$ cat src/rtl/iowait_pkg.sv
package iowait_pkg;

  // Synchronized bus control strobes plus the peripheral release.
  typedef struct packed {
    logic iorq_n;
    logic rd_n;
    logic wr_n;
    logic done;
  } ctl_t;

  localparam int unsigned CTL_W = $bits(ctl_t);

  // Idle bus: strobes inactive (high), release low.
  localparam ctl_t CTL_IDLE = '{iorq_n: 1'b1, rd_n: 1'b1, wr_n: 1'b1, done: 1'b0};

endpackage

$ cat src/rtl/iowait_sync.sv
module iowait_sync #(
  parameter int unsigned W = 1,
  parameter int unsigned STAGES = 2,
  parameter logic [W-1:0] RST_VAL = '0
) (
  input  logic         clk,
  input  logic         rst_n,
  input  logic [W-1:0] d,
  output logic [W-1:0] q
);

  logic [STAGES-1:0][W-1:0] stg;

  generate
    if (STAGES == 1) begin : g_single
      always_ff @(posedge clk or negedge rst_n) begin
        if (!rst_n) stg <= RST_VAL;
        else        stg <= d;
      end
    end else begin : g_chain
      always_ff @(posedge clk or negedge rst_n) begin
        if (!rst_n) stg <= {STAGES{RST_VAL}};
        else        stg <= {stg[STAGES-2:0], d};
      end
    end
  endgenerate

  assign q = stg[STAGES-1];

endmodule

$ cat src/rtl/iowait_decode.sv
module iowait_decode
  import iowait_pkg::*;
#(
  parameter int unsigned ADDR_W = 8
) (
  input  logic [ADDR_W-1:0] addr_s,
  input  logic [ADDR_W-1:0] port_sel,
  input  ctl_t              ctl_s,
  output logic              port_hit_n,
  output logic              hit
);

  logic match_n;
  logic strobe;

  // Active-low comparison of the address byte against the configured port.
  assign match_n    = (addr_s != port_sel);
  assign strobe     = ~ctl_s.rd_n | ~ctl_s.wr_n;
  assign port_hit_n = match_n | ctl_s.iorq_n;
  assign hit        = ~port_hit_n & strobe;

endmodule

$ cat src/rtl/iowait_timer.sv
module iowait_timer #(
  parameter int unsigned TMO_W = 8
) (
  input  logic             clk,
  input  logic             rst_n,
  input  logic             load,
  input  logic [TMO_W-1:0] limit,
  input  logic             clear,
  input  logic             run,
  output logic             expire
);

  logic [TMO_W-1:0] cnt;

  // A count of zero after load means the timeout is disabled for this stall.
  always_ff @(posedge clk or negedge rst_n) begin
    if (!rst_n) begin
      cnt <= '0;
    end else if (load) begin
      cnt <= limit;
    end else if (clear) begin
      cnt <= '0;
    end else if (run && (cnt != '0)) begin
      cnt <= cnt - TMO_W'(1);
    end
  end

  assign expire = run && (cnt == TMO_W'(1));

endmodule

$ cat src/rtl/iowait_latch.sv
module iowait_latch (
  input  logic clk,
  input  logic rst_n,
  input  logic hit,
  input  logic bus_idle,
  input  logic rel_rise,
  input  logic expire,
  output logic wait_q,
  output logic armed_q,
  output logic set_stall
);

  assign set_stall = hit & armed_q & ~wait_q;

  always_ff @(posedge clk or negedge rst_n) begin
    if (!rst_n) begin
      wait_q <= 1'b0;
    end else if (set_stall) begin
      wait_q <= 1'b1;
    end else if (rel_rise || expire) begin
      wait_q <= 1'b0;
    end
  end

  // One stall per I/O cycle: re-arm only once the request is seen idle.
  always_ff @(posedge clk or negedge rst_n) begin
    if (!rst_n) begin
      armed_q <= 1'b1;
    end else if (set_stall) begin
      armed_q <= 1'b0;
    end else if (bus_idle) begin
      armed_q <= 1'b1;
    end
  end

endmodule

$ cat src/rtl/iowait_ctrl.sv
module iowait_ctrl
  import iowait_pkg::*;
#(
  parameter int unsigned ADDR_W = 8,
  parameter int unsigned TMO_W = 8,
  parameter int unsigned SYNC_STAGES = 2
) (
  input  logic              clk,
  input  logic              rst_n,
  input  logic [ADDR_W-1:0] bus_addr,
  input  logic              bus_iorq_n,
  input  logic              bus_rd_n,
  input  logic              bus_wr_n,
  input  logic [ADDR_W-1:0] port_sel,
  input  logic [TMO_W-1:0]  tmo_limit,
  input  logic              periph_done,
  output logic              wait_oe,
  output logic              wait_o,
  output logic              port_hit_n,
  output logic              tmo_fired
);

  ctl_t              ctl_raw;
  ctl_t              ctl_s;
  logic [ADDR_W-1:0] addr_s;
  logic              hit;
  logic              done_d;
  logic              rel_rise;
  logic              expire;
  logic              wait_q;
  logic              armed_q;
  logic              set_stall;
  logic              tmo_q;

  assign ctl_raw = '{iorq_n: bus_iorq_n, rd_n: bus_rd_n, wr_n: bus_wr_n, done: periph_done};

  iowait_sync #(.W(ADDR_W), .STAGES(SYNC_STAGES), .RST_VAL('0)) u_sync_addr (
    .clk  (clk),
    .rst_n(rst_n),
    .d    (bus_addr),
    .q    (addr_s)
  );

  iowait_sync #(.W(CTL_W), .STAGES(SYNC_STAGES), .RST_VAL(CTL_IDLE)) u_sync_ctl (
    .clk  (clk),
    .rst_n(rst_n),
    .d    (ctl_raw),
    .q    (ctl_s)
  );

  iowait_decode #(.ADDR_W(ADDR_W)) u_decode (
    .addr_s    (addr_s),
    .port_sel  (port_sel),
    .ctl_s     (ctl_s),
    .port_hit_n(port_hit_n),
    .hit       (hit)
  );

  // Rising-edge detect on the synchronized release.
  always_ff @(posedge clk or negedge rst_n) begin
    if (!rst_n) done_d <= 1'b0;
    else        done_d <= ctl_s.done;
  end

  assign rel_rise = ctl_s.done & ~done_d;

  iowait_latch u_latch (
    .clk      (clk),
    .rst_n    (rst_n),
    .hit      (hit),
    .bus_idle (ctl_s.iorq_n),
    .rel_rise (rel_rise),
    .expire   (expire),
    .wait_q   (wait_q),
    .armed_q  (armed_q),
    .set_stall(set_stall)
  );

  iowait_timer #(.TMO_W(TMO_W)) u_timer (
    .clk   (clk),
    .rst_n (rst_n),
    .load  (set_stall),
    .limit (tmo_limit),
    .clear (rel_rise),
    .run   (wait_q),
    .expire(expire)
  );

  always_ff @(posedge clk or negedge rst_n) begin
    if (!rst_n) tmo_q <= 1'b0;
    else        tmo_q <= expire;
  end

  // The line is open-drain: the enable pulls it low, the data bit never drives high.
  assign wait_oe   = wait_q;
  assign wait_o    = 1'b0;
  assign tmo_fired = tmo_q;

endmodule

$ cat config.mk
export PLATFORM = sky130hd
export DESIGN_NAME = iowait_ctrl
export DESIGN_NICKNAME = d
export VERILOG_FILES = /design/src/rtl/iowait_pkg.sv /design/src/rtl/iowait_sync.sv /design/src/rtl/iowait_decode.sv /design/src/rtl/iowait_timer.sv /design/src/rtl/iowait_latch.sv /design/src/rtl/iowait_ctrl.sv
export SDC_FILE = /design/constraint.sdc
export NUM_CORES = 1
export LEC_CHECK = 0
export BUFFER_PORTS_ARGS = -buffer_cell sky130_fd_sc_hd__buf_2
export CAP_MARGIN = 20
export CORE_MARGIN = 3
export CORE_UTILIZATION = 56
export DETAILED_ROUTE_END_ITERATION = 7
export PLACE_DENSITY = 0.83
export SYNTH_ARGS = -nofsm -noshare
export SYNTH_HDL_FRONTEND = slang
export SYNTH_SLANG_ARGS = --single-unit
export TNS_END_PERCENT = 5
$ cat constraint.sdc
create_clock -name clk -period 5.3 [get_ports clk]
set_input_delay 1.59 -clock clk [delete_from_list [all_inputs] [get_ports clk]]
set_output_delay 1.59 -clock clk [all_outputs]
set_load 0.005 [all_outputs]
==> flow_metrics.tcl <==
set metrics [dict create \
    crit_chain "buf_2 > xor2_1 > a2111oi_2 > nand3_1 > buf_2" \
    final_util_pct 72.2 \
    postCtsSetupRepairBufs 0 \
    synth_xor_area_share_pct 4.26 \
    route.met2.wl_mm 1.18 \
    post-route-period-util_pct 78.0 \
    synth-simple-area-share_pct 11.2 \
    wirelength_mm 2.35 \
    outcome "finished clean" \
    ioPinCount 34 \
    ys_ff_latch 36 \
    clock_sinks 36 \
    slowest_delay_ns 0.43 \
    grt_max_degree 37 \
    p_leak_uw 0.000799 \
    cpMostUsedCell "buf_2" \
    drive_gt1_share_pct 38.8 \
    syn_inst 109 \
    syn_area_um2 1440 \
    drt_pass1_iterations 4 \
    wirelength_met1_um 933 \
    io_buffer_count 32 \
    viasPerCell 5.38 \
    clk_path_buf_depth 2 \
    cts_root_buffer "clkbuf_4" \
    synthTopCellsByArea "dfrtp_1 50%, dfstp_2 13%, mux2_2 4.7%, xor2_1 4.3%, mux2i_1 2.8%" \
    crit_required_ns 3.71 \
    cts-resized-gates 0 \
    drt_iter0_drc 15 \
    relSlewSlack_pct 51.6 \
    setup_viol 0 \
    initial_core_util_pct 62.1 \
    final_nets 179 \
    fp.dieH_um 56.7 \
    seqCellArea_um2 910 \
    grt_overflow 0 \
    wire_per_inst_um 13.4 \
    antenna_found_initial 0 \
    end_kind "output pin" \
    synth_compound_area_share_pct 8.60 \
    avgSynthCellArea_um2 13.2 \
    maxCapViolations 0 \
    placed_area_um2 1620 \
    finalCriticalPeriod_ns 4.13 \
    critPathMaxFanout 2 \
    die_w_um 56.7 \
    peakVddDrop_mv 0.222 \
    cts_tree "built" \
    core_um2 2320 \
    htreeDepth 2 \
    path_clk_slew_ns 0.10 \
    synth.distinct_cells 34 \
    routed.top_layer "met4" \
    grt_pass1_vias 938 \
    cts_hold_buf 0 \
    wl_met3_um 178 \
    arrival_ns 2.54 \
    powerDensity_nw_per_um2 270 \
    worst_pin_slew_ns 0.726 \
    max_freq_ghz 0.242 \
    multi_input_comb_area_um2 495 \
    syn_nets 142 \
    synthAdderAreaFrac_pct 2.61 \
    mostFrequentLayoutCells "32 x buf_2, 29 x dfrtp_1, 7 x xor2_1, 7 x dfstp_2" \
    route.detailed.drc 0 \
    synth_top_cell_by_area "dfrtp_1" \
    dp_hpwl_mm 1.79 \
    hold_class "reg -> reg" \
    gp_congestion 0.716 \
    path_buf_inv 2 \
    tns_ns 0 \
    crit_type "in -> out" \
    finalHoldViolCount 0 \
    fillCellCount 176 \
    crit_path_top_delay_cell "a2111oi_2" \
    dr_total_vias 942 \
    antenna_cells 0 \
    fin_skew_ns 0.0144 \
    layout_commonest_cell "buf_2" \
    syn2layout_area_growth_pct 16.2 \
    cts_inserted_buffers 5 \
    crit_path_start_kind "primary input" \
    synth_top_family_by_area "simple AND/OR/NAND/NOR gates" \
    die_area_um2 3220 \
    critPathTopFamily "compound AO/OA/AOI/OAI gates" \
    synthMuxAreaShare_pct 7.47 \
    grt_pass1_wl_mm 3.89 \
    synth_top_area_share_pct 50.4 \
    slew_violations 0 \
    final_area_um2 1670 \
    seq_area_frac_synth_pct 63.2 \
    grt_usage_pct 16.4 \
    grt_setup_unrepaired "false" \
    clk-insertion-delay-late_ns 0.33 \
    ant_nets 0 \
    yosys_warnings 0 \
    std_cell_rows 17 \
]
-- metrics by stage --
step / setup slack (ns) / power, uW / std cells / hold WS (ns)
after floorplan: 1.44 / 308 / 109 / 0.331
after detailed placement: 1.16 / 326 / 167 / 0.336
after global routing: 1.09 / 475 / 175 / 0.362
final: 1.17 / 451 / 175 / 0.342
after global placement: 1.21 / 324 / 167 / 0.331
after CTS: 1.15 / 457 / 175 / 0.347
-- worst paths after layout --
| check | start | endpoint | slack, ns | cells after the start |
|---|---|---|---|---|
| setup / recovery | port_sel[2] | port_hit_n | 1.17 | 5 |
| hold / removal | u_sync_ctl.stg[2] | u_sync_ctl.q[2] | 0.34 | 0 |
| setup reg to reg | u_timer.cnt[0] | u_timer.cnt[1] | 3.31 | 6 |
| hold reg to reg | u_sync_ctl.stg[2] | u_sync_ctl.q[2] | 0.34 | 0 |
| max in group asynchronous | rst_n | u_sync_addr.q[5] | 3.52 | 1 |
| min in group asynchronous | rst_n | u_timer.cnt[3] | 1.30 | 1 |
-- power breakdown --
group | switching, uW | leakage [uW] | internal [uW] | total (uW)
registers | 4.04 | 0.000435 | 287 | 291
logic | 15.6 | 0.000335 | 13.8 | 29.4
clock network | 79.3 | 0.0000293 | 51.6 | 131
-- flip-flops by register name (all words and copies together) (netlist names) --
name	cells
u_sync_ctl.q	4
u_sync_ctl.stg	4
u_latch.armed_q	1
u_sync_addr.stg	8
done_d	1
tmo_fired	1
u_latch.wait_q	1
u_sync_addr.q	8
u_timer.cnt	8
-- layout make-up --
type / instances / area share (%)
tap: 28 / 2.09
multi-input combinational: 65 / 29.6
sequential: 36 / 54.4
clock inverter: 1 / 0.299
clock buffer: 7 / 2.69
timing repair buffer: 32 / 9.57
inverter: 6 / 1.35
-- synth_stat cells --
library cell	instances
a2111o_1	1
xor2_1	7
dfrtp_1	29
a2111oi_2	1
o31ai_1	2
mux2i_1	4
nor3_1	2
nor4_1	2
or4_4	1
nor3b_1	1
a211o_1	2
or3b_1	1
conb_1	1
o21ai_0	4
nor2b_1	1
o21a_1	1
and3_2	1
and2b_2	1
a21boi_0	1
nor2_1	5
or3_1	1
ha_1	3
or2_2	1
or4b_1	1
buf_2	1
a21oi_1	6
buf_4	1
nand3_1	1
nand2_1	4
or4_1	2
inv_1	6
nand4_2	1
mux2_2	6
dfstp_2	7
-- layer usage --
metal | GRT usage (%) | up-vias
met1 | 18.2 | 448
met5 | 0 | -
li1 | - | 454
met2 | 26.6 | 34
met4 | 7.12 | 0
met3 | 8.05 | 6
-- cells by family (layout without fill, tap and decap cells) --
kind of cell             after synthesis  in the layout
flip-flops                            36             36
multiplexers                          10             10
XOR/XNOR                               7              7
buffers and inverters                  8             46
adder cells (fa/ha/maj)                3              3
AO/OA/AOI/OAI                         18             18
other                                  1              1
AND/OR/NAND/NOR                       26             26
No activity file was read; power rests on OpenSTA's default activity.
